**config.mk**
```make
export PLATFORM = sky130hd
export DESIGN_NAME = tmp16_access_unit
export DESIGN_NICKNAME = d
export VERILOG_FILES = /design/src/rtl/tmp16_pkg.sv /design/src/rtl/tmp16_decode.sv /design/src/rtl/tmp16_temp.sv /design/src/rtl/tmp16_regbank.sv /design/src/rtl/tmp16_access_unit.sv
export SDC_FILE = /design/constraint.sdc
export NUM_CORES = 1
export LEC_CHECK = 0
export BUFFER_PORTS_ARGS = -buffer_cell sky130_fd_sc_hd__buf_2
export CAP_MARGIN = 10
export CORE_UTILIZATION = 50
export DETAILED_ROUTE_END_ITERATION = 16
export PLACE_DENSITY_LB_ADDON = 0.1
export SLEW_MARGIN = 20
export SYNTH_ARGS = -nofsm -noshare
export SYNTH_HDL_FRONTEND = slang
export SYNTH_SLANG_ARGS = --single-unit
```
**constraint.sdc**
```tcl
create_clock -name clk -period 1.7 [get_ports clk]
set_input_delay 0.17 -clock clk [delete_from_list [all_inputs] [get_ports clk]]
set_output_delay 0.17 -clock clk [all_outputs]
set_load 0.01 [all_outputs]
```
**src/rtl/tmp16_pkg.sv**
```systemverilog
package tmp16_pkg;
    localparam int BYTE_W = 8;
    localparam int WORD_W = 16;

    typedef enum logic [2:0] {
        ACC_NONE,
        ACC_LO_WR,
        ACC_HI_WR,
        ACC_LO_RD,
        ACC_HI_RD,
        ACC_TMP_WR,
        ACC_TMP_RD,
        ACC_VOID_RD
    } acc_kind_e;

    typedef enum logic [1:0] {
        ZONE_REG,
        ZONE_TEMP,
        ZONE_VOID
    } addr_zone_e;
endpackage

```
**src/rtl/tmp16_decode.sv**
```systemverilog
module tmp16_decode
    import tmp16_pkg::*;
#(
    parameter int NUM_REGS = 2,
    parameter int ADDR_W   = 3,
    parameter int IDX_W    = 1
) (
    input  logic [ADDR_W-1:0] addr,
    input  logic              wr,
    input  logic              rd,
    input  logic              halt,
    output acc_kind_e         kind,
    output logic [IDX_W-1:0]  idx
);
    localparam logic [ADDR_W-1:0] TEMP_ADDR = ADDR_W'(2 * NUM_REGS);

    addr_zone_e zone;

    always_comb begin
        idx = IDX_W'(addr >> 1);
        if (addr < TEMP_ADDR)       zone = ZONE_REG;
        else if (addr == TEMP_ADDR) zone = ZONE_TEMP;
        else                        zone = ZONE_VOID;
    end

    always_comb begin
        kind = ACC_NONE;
        unique case (zone)
            ZONE_REG: begin
                if (wr)      kind = addr[0] ? ACC_HI_WR : ACC_LO_WR;
                else if (rd) kind = addr[0] ? ACC_HI_RD : ACC_LO_RD;
            end
            ZONE_TEMP: begin
                if (wr)      kind = halt ? ACC_TMP_WR : ACC_NONE;
                else if (rd) kind = halt ? ACC_TMP_RD : ACC_VOID_RD;
            end
            ZONE_VOID: begin
                if (!wr && rd) kind = ACC_VOID_RD;
            end
            default: kind = ACC_NONE;
        endcase
    end
endmodule

```
**src/rtl/tmp16_temp.sv**
```systemverilog
module tmp16_temp
    import tmp16_pkg::*;
(
    input  logic              clk,
    input  logic              rst_n,
    input  logic              halt,
    input  acc_kind_e         kind,
    input  logic [BYTE_W-1:0] wdata,
    input  logic [BYTE_W-1:0] live_hi,
    output logic [BYTE_W-1:0] temp_q
);
    always_ff @(posedge clk) begin
        if (!rst_n) begin
            temp_q <= '0;
        end else if (halt) begin
            if (kind == ACC_TMP_WR) temp_q <= wdata;
        end else begin
            unique case (kind)
                ACC_LO_WR: temp_q <= wdata;
                ACC_LO_RD: temp_q <= live_hi;
                default:   temp_q <= temp_q;
            endcase
        end
    end
endmodule

```
**src/rtl/tmp16_regbank.sv**
```systemverilog
module tmp16_regbank
    import tmp16_pkg::*;
#(
    parameter int NUM_REGS = 2,
    parameter int IDX_W    = 1,
    parameter int CNT_IDX  = 0
) (
    input  logic              clk,
    input  logic              rst_n,
    input  logic              halt,
    input  logic              cnt_en,
    input  acc_kind_e         kind,
    input  logic [IDX_W-1:0]  idx,
    input  logic [BYTE_W-1:0] wdata,
    input  logic [BYTE_W-1:0] temp_q,
    output logic [WORD_W-1:0] regs [NUM_REGS]
);
    for (genvar g = 0; g < NUM_REGS; g++) begin : g_word
        logic [WORD_W-1:0] word_q;
        logic              hit;

        assign hit     = (idx == IDX_W'(g));
        assign regs[g] = word_q;

        always_ff @(posedge clk) begin
            if (!rst_n) begin
                word_q <= '0;
            end else if (hit && kind == ACC_HI_WR) begin
                word_q <= halt ? {wdata, word_q[BYTE_W-1:0]} : {wdata, temp_q};
            end else if (hit && kind == ACC_LO_WR && halt) begin
                word_q[BYTE_W-1:0] <= wdata;
            end else if (g == CNT_IDX && cnt_en) begin
                word_q <= word_q + WORD_W'(1);
            end
        end
    end
endmodule

```
**src/rtl/tmp16_access_unit.sv**
```systemverilog
module tmp16_access_unit
    import tmp16_pkg::*;
#(
    parameter int NUM_REGS = 2,
    parameter int ADDR_W   = 3
) (
    input  logic              clk,
    input  logic              rst_n,
    input  logic              dbg_halt,
    input  logic              cnt_en,
    input  logic [ADDR_W-1:0] bus_addr,
    input  logic [7:0]        bus_wdata,
    input  logic              bus_wr,
    input  logic              bus_rd,
    output logic [7:0]        bus_rdata
);
    localparam int IDX_W = (NUM_REGS > 1) ? $clog2(NUM_REGS) : 1;

    acc_kind_e         kind;
    logic [IDX_W-1:0]  idx;
    logic [BYTE_W-1:0] temp_q;
    logic [WORD_W-1:0] regs [NUM_REGS];
    logic [WORD_W-1:0] sel_word;

    tmp16_decode #(.NUM_REGS(NUM_REGS), .ADDR_W(ADDR_W), .IDX_W(IDX_W)) u_decode (
        .addr (bus_addr),
        .wr   (bus_wr),
        .rd   (bus_rd),
        .halt (dbg_halt),
        .kind (kind),
        .idx  (idx)
    );

    assign sel_word = regs[idx];

    tmp16_temp u_temp (
        .clk     (clk),
        .rst_n   (rst_n),
        .halt    (dbg_halt),
        .kind    (kind),
        .wdata   (bus_wdata),
        .live_hi (sel_word[WORD_W-1:BYTE_W]),
        .temp_q  (temp_q)
    );

    tmp16_regbank #(.NUM_REGS(NUM_REGS), .IDX_W(IDX_W), .CNT_IDX(0)) u_bank (
        .clk    (clk),
        .rst_n  (rst_n),
        .halt   (dbg_halt),
        .cnt_en (cnt_en),
        .kind   (kind),
        .idx    (idx),
        .wdata  (bus_wdata),
        .temp_q (temp_q),
        .regs   (regs)
    );

    always_ff @(posedge clk) begin
        if (!rst_n) begin
            bus_rdata <= '0;
        end else begin
            unique case (kind)
                ACC_LO_RD:   bus_rdata <= sel_word[BYTE_W-1:0];
                ACC_HI_RD:   bus_rdata <= dbg_halt ? sel_word[WORD_W-1:BYTE_W] : temp_q;
                ACC_TMP_RD:  bus_rdata <= temp_q;
                ACC_VOID_RD: bus_rdata <= '0;
                default:     bus_rdata <= bus_rdata;
            endcase
        end
    end
endmodule

```
==> metrics <==
starting density of the core=0.536; largest net degree at the start of global routing=22; Final Core Density=0.638; Max Clk Rate=0.604 GHz; layout cell share with drive strength beyond 1=0.254; final setup vio count=0; Synthesized Nets=362; Crit Path Category=reg2reg; CP startpoint=u_bank.g_word[0].word_q[3]; final period utilization=0.975; Die Area=5950 um2; first drt pass iteration count=5; Antenna Nets Post-Route=0; Antenna Cells=0; mapped cell area=2820 um2; Critical Path RT=1.88 ns; setup slack after layout=0.0433 ns; Worst-path clk slew=about 0.1 ns; distinct cell type count after synthesis=between 50 and 60; skew final=0.0192 ns; GRT Util Overall=0.306; routed len/inst=between 15 and 20 um; Core Region=about 5300 um2; crit start category=flip-flop; top cells by instance count after synthesis=dfxtp_1, nand2_1, nor2_1; crit path to=u_bank.g_word[0].word_q[15]; die height=77.1 um; DRC viols=0; fin cells=460; vias per inst=6.23; die width=77.1 um; Synth top area share=0.340; antenna violations before repair=0; WL final=8580 um; Worst Tran Pin Value=0.728 ns; crit path time final=1.66 ns; Bufs on Longest Clock Path=2; vias in the first global route=2,705; FF-to-FF path depth=5; arrival time worst endpoint=1.84 ns; Post-synth EDFFs=0; Syn Inst Count=344; largest area contributor in the netlist=dfxtp_1; worst vdd ir=602 uV; GP Congestion=0.870; dpl cells=451; CTS tree=built; Power Dens Cells=733 nW/um2; max-slew violation count=0; TritonCTS Buffers=5; Static Leak=approximately 1.3 nW; Detailed Route Iter0 Violations=348; Hold Violations, Final=0; status=complete, no violations; Worst Path Max Fanout=5; clk_lat worst skew=~0.3 ns; FF-to-FF End=u_bank.g_word[0].word_q[15]; # rows=26; FILL cells=490; # hold bufs at CTS=0; Root Buffer=clkbuf_8; wire length of the first global-routing pass=14,100 um; CTS H-Tree Depth=2; FFs w/ async S/R, synth=0; Final Cell Area=3360 um2; max_cap viols=0; vias after detailed routing=~2,900; worst min path class=in2reg; Synth area leaders=dfxtp_1, nand2_1, mux2_2; nets=407; Area Growth Syn to Fin=19.1%; setup TNS=0 ns; #FFs+latches synth=48; RSZ-0062 raised after global routing=true; total congestion overflow=0; Avg Inst Size Synth=8.21 um2; Slew Limit Headroom=0.512; sequential share of the synthesized area=0.340; clock sinks=48; Reg2Reg Setup Slack=0.04 ns; dominant synthesized flop cell=dfxtp_1; Crit. End Element=flip-flop; Detailed Place HPWL=between 6000 and 7000 um; Syn. warnings=0; io pins=25; dpl ws=0.0248 ns; Placed Area=3230 um2; Worst R2R Start=u_bank.g_word[0].word_q[3]; top-count cell post-synth=dfxtp_1; I/O Buffers=24
[cell type report]
type	instances	area, um2	area share
multi-input combinational	267	1740	0.517
clock inverter	2	35.0	0.0104
timing repair buffer	62	443	0.132
tap	70	87.6	0.0260
clock buffer	6	72.6	0.0216
sequential	48	966	0.287
inverter	5	18.8	0.00558
[critical path: stages, from the launching register on]
cell and delay [ns]:
dfxtp_1 0.41, nand2_1 0.09, or3_4 0.41, nor4_1 0.38, xnor2_1 0.16, a21oi_1 0.08
[power breakdown]
group          internal [W]  total (W)  switching, W
combinational      0.000183   0.000428      0.000245
clock              0.000437   0.000824      0.000386
sequential          0.00117    0.00121     0.0000384
[through the flow]
stage | total power (W) | hold WS (ns)
global placement | 0.00164 | 0.438
floorplan | 0.00149 | 0.306
CTS | 0.00245 | 0.173
global route | 0.00258 | 0.174
detailed placement | 0.00165 | 0.445
finish | 0.00246 | 0.173
[sequential cells by signal, summed over array words and instances, names as in the netlist]
name                  flops
u_bank.g_word.word_q     32
bus_rdata                 8
u_temp.temp_q             8
[per-layer routing]
metal  vias up  GRT usage  wire length (um)  part of all wire
met1      1380      0.426              3800              0.44
met4         0      0.106               192             0.022
li1       1362          -                 -                 -
met2       111      0.484              4040              0.47
met5         -          0                 0                 0
met3        14     0.0381               551             0.064
[cells by family after synthesis]
logic type      synth area share
compound gates             0.221
flops                      0.340
xor+xnor                  0.0186
simple gates               0.248
buf+inv                   0.0470
fa+ha+maj                0.00443
mux                        0.121
[cell usage in the layout, fill, tap and decap left out, types with 2 or more instances in the layout]
master | netlist | layout
nand2_1 | 47 | 47
buf_4 | 0 | 35
xnor2_1 | 3 | 3
dfxtp_1 | 48 | 46
a31oi_1 | 2 | 2
a21oi_1 | 25 | 25
o21ai_1 | 7 | 7
a211oi_1 | 2 | 2
nand3_2 | 2 | 2
and3_1 | 2 | 2
a221oi_1 | 10 | 10
nor3_1 | 16 | 15
nand4_1 | 2 | 2
inv_1 | 5 | 5
o21ai_0 | 18 | 18
o32ai_1 | 3 | 3
xor2_1 | 3 | 3
nor2_1 | 30 | 30
a41oi_1 | 2 | 2
and3_2 | 2 | 2
and3b_1 | 2 | 2
mux2i_1 | 16 | 16
clkbuf_8 | 1 | 5
mux2_2 | 15 | 15
and2_1 | 2 | 2
nand3_1 | 12 | 12
a311oi_1 | 8 | 8
nor4_1 | 5 | 4
buf_12 | 0 | 3
buf_2 | 11 | 24
nor3b_1 | 2 | 2
nand2b_1 | 2 | 2
a22o_1 | 2 | 2
[how the worst min path moves through the flow]
stage / from / endpoint / slack, ns / cells after the start
floorplan: bus_wdata[2] / u_bank.g_word[1].word_q[10] / 0.31 / 2
global placement: u_bank.g_word[1].word_q[12] / u_bank.g_word[1].word_q[12] / 0.44 / 2
detailed placement: u_bank.g_word[1].word_q[11] / u_bank.g_word[1].word_q[11] / 0.44 / 2
CTS: bus_wdata[6] / u_bank.g_word[1].word_q[14] / 0.17 / 3
global route: bus_wdata[3] / u_bank.g_word[1].word_q[11] / 0.17 / 3
finish: bus_wdata[2] / u_bank.g_word[1].word_q[10] / 0.17 / 3
[repair_timing]
action | in CTS | in global routing
cloned | 0 | 0
resized for setup | 1 | 4
setup buffers | 0 | 1
setup endpoints to repair | 1 | 8
pin swaps | 0 | 2
No activity file was read; power rests on OpenSTA's default activity.
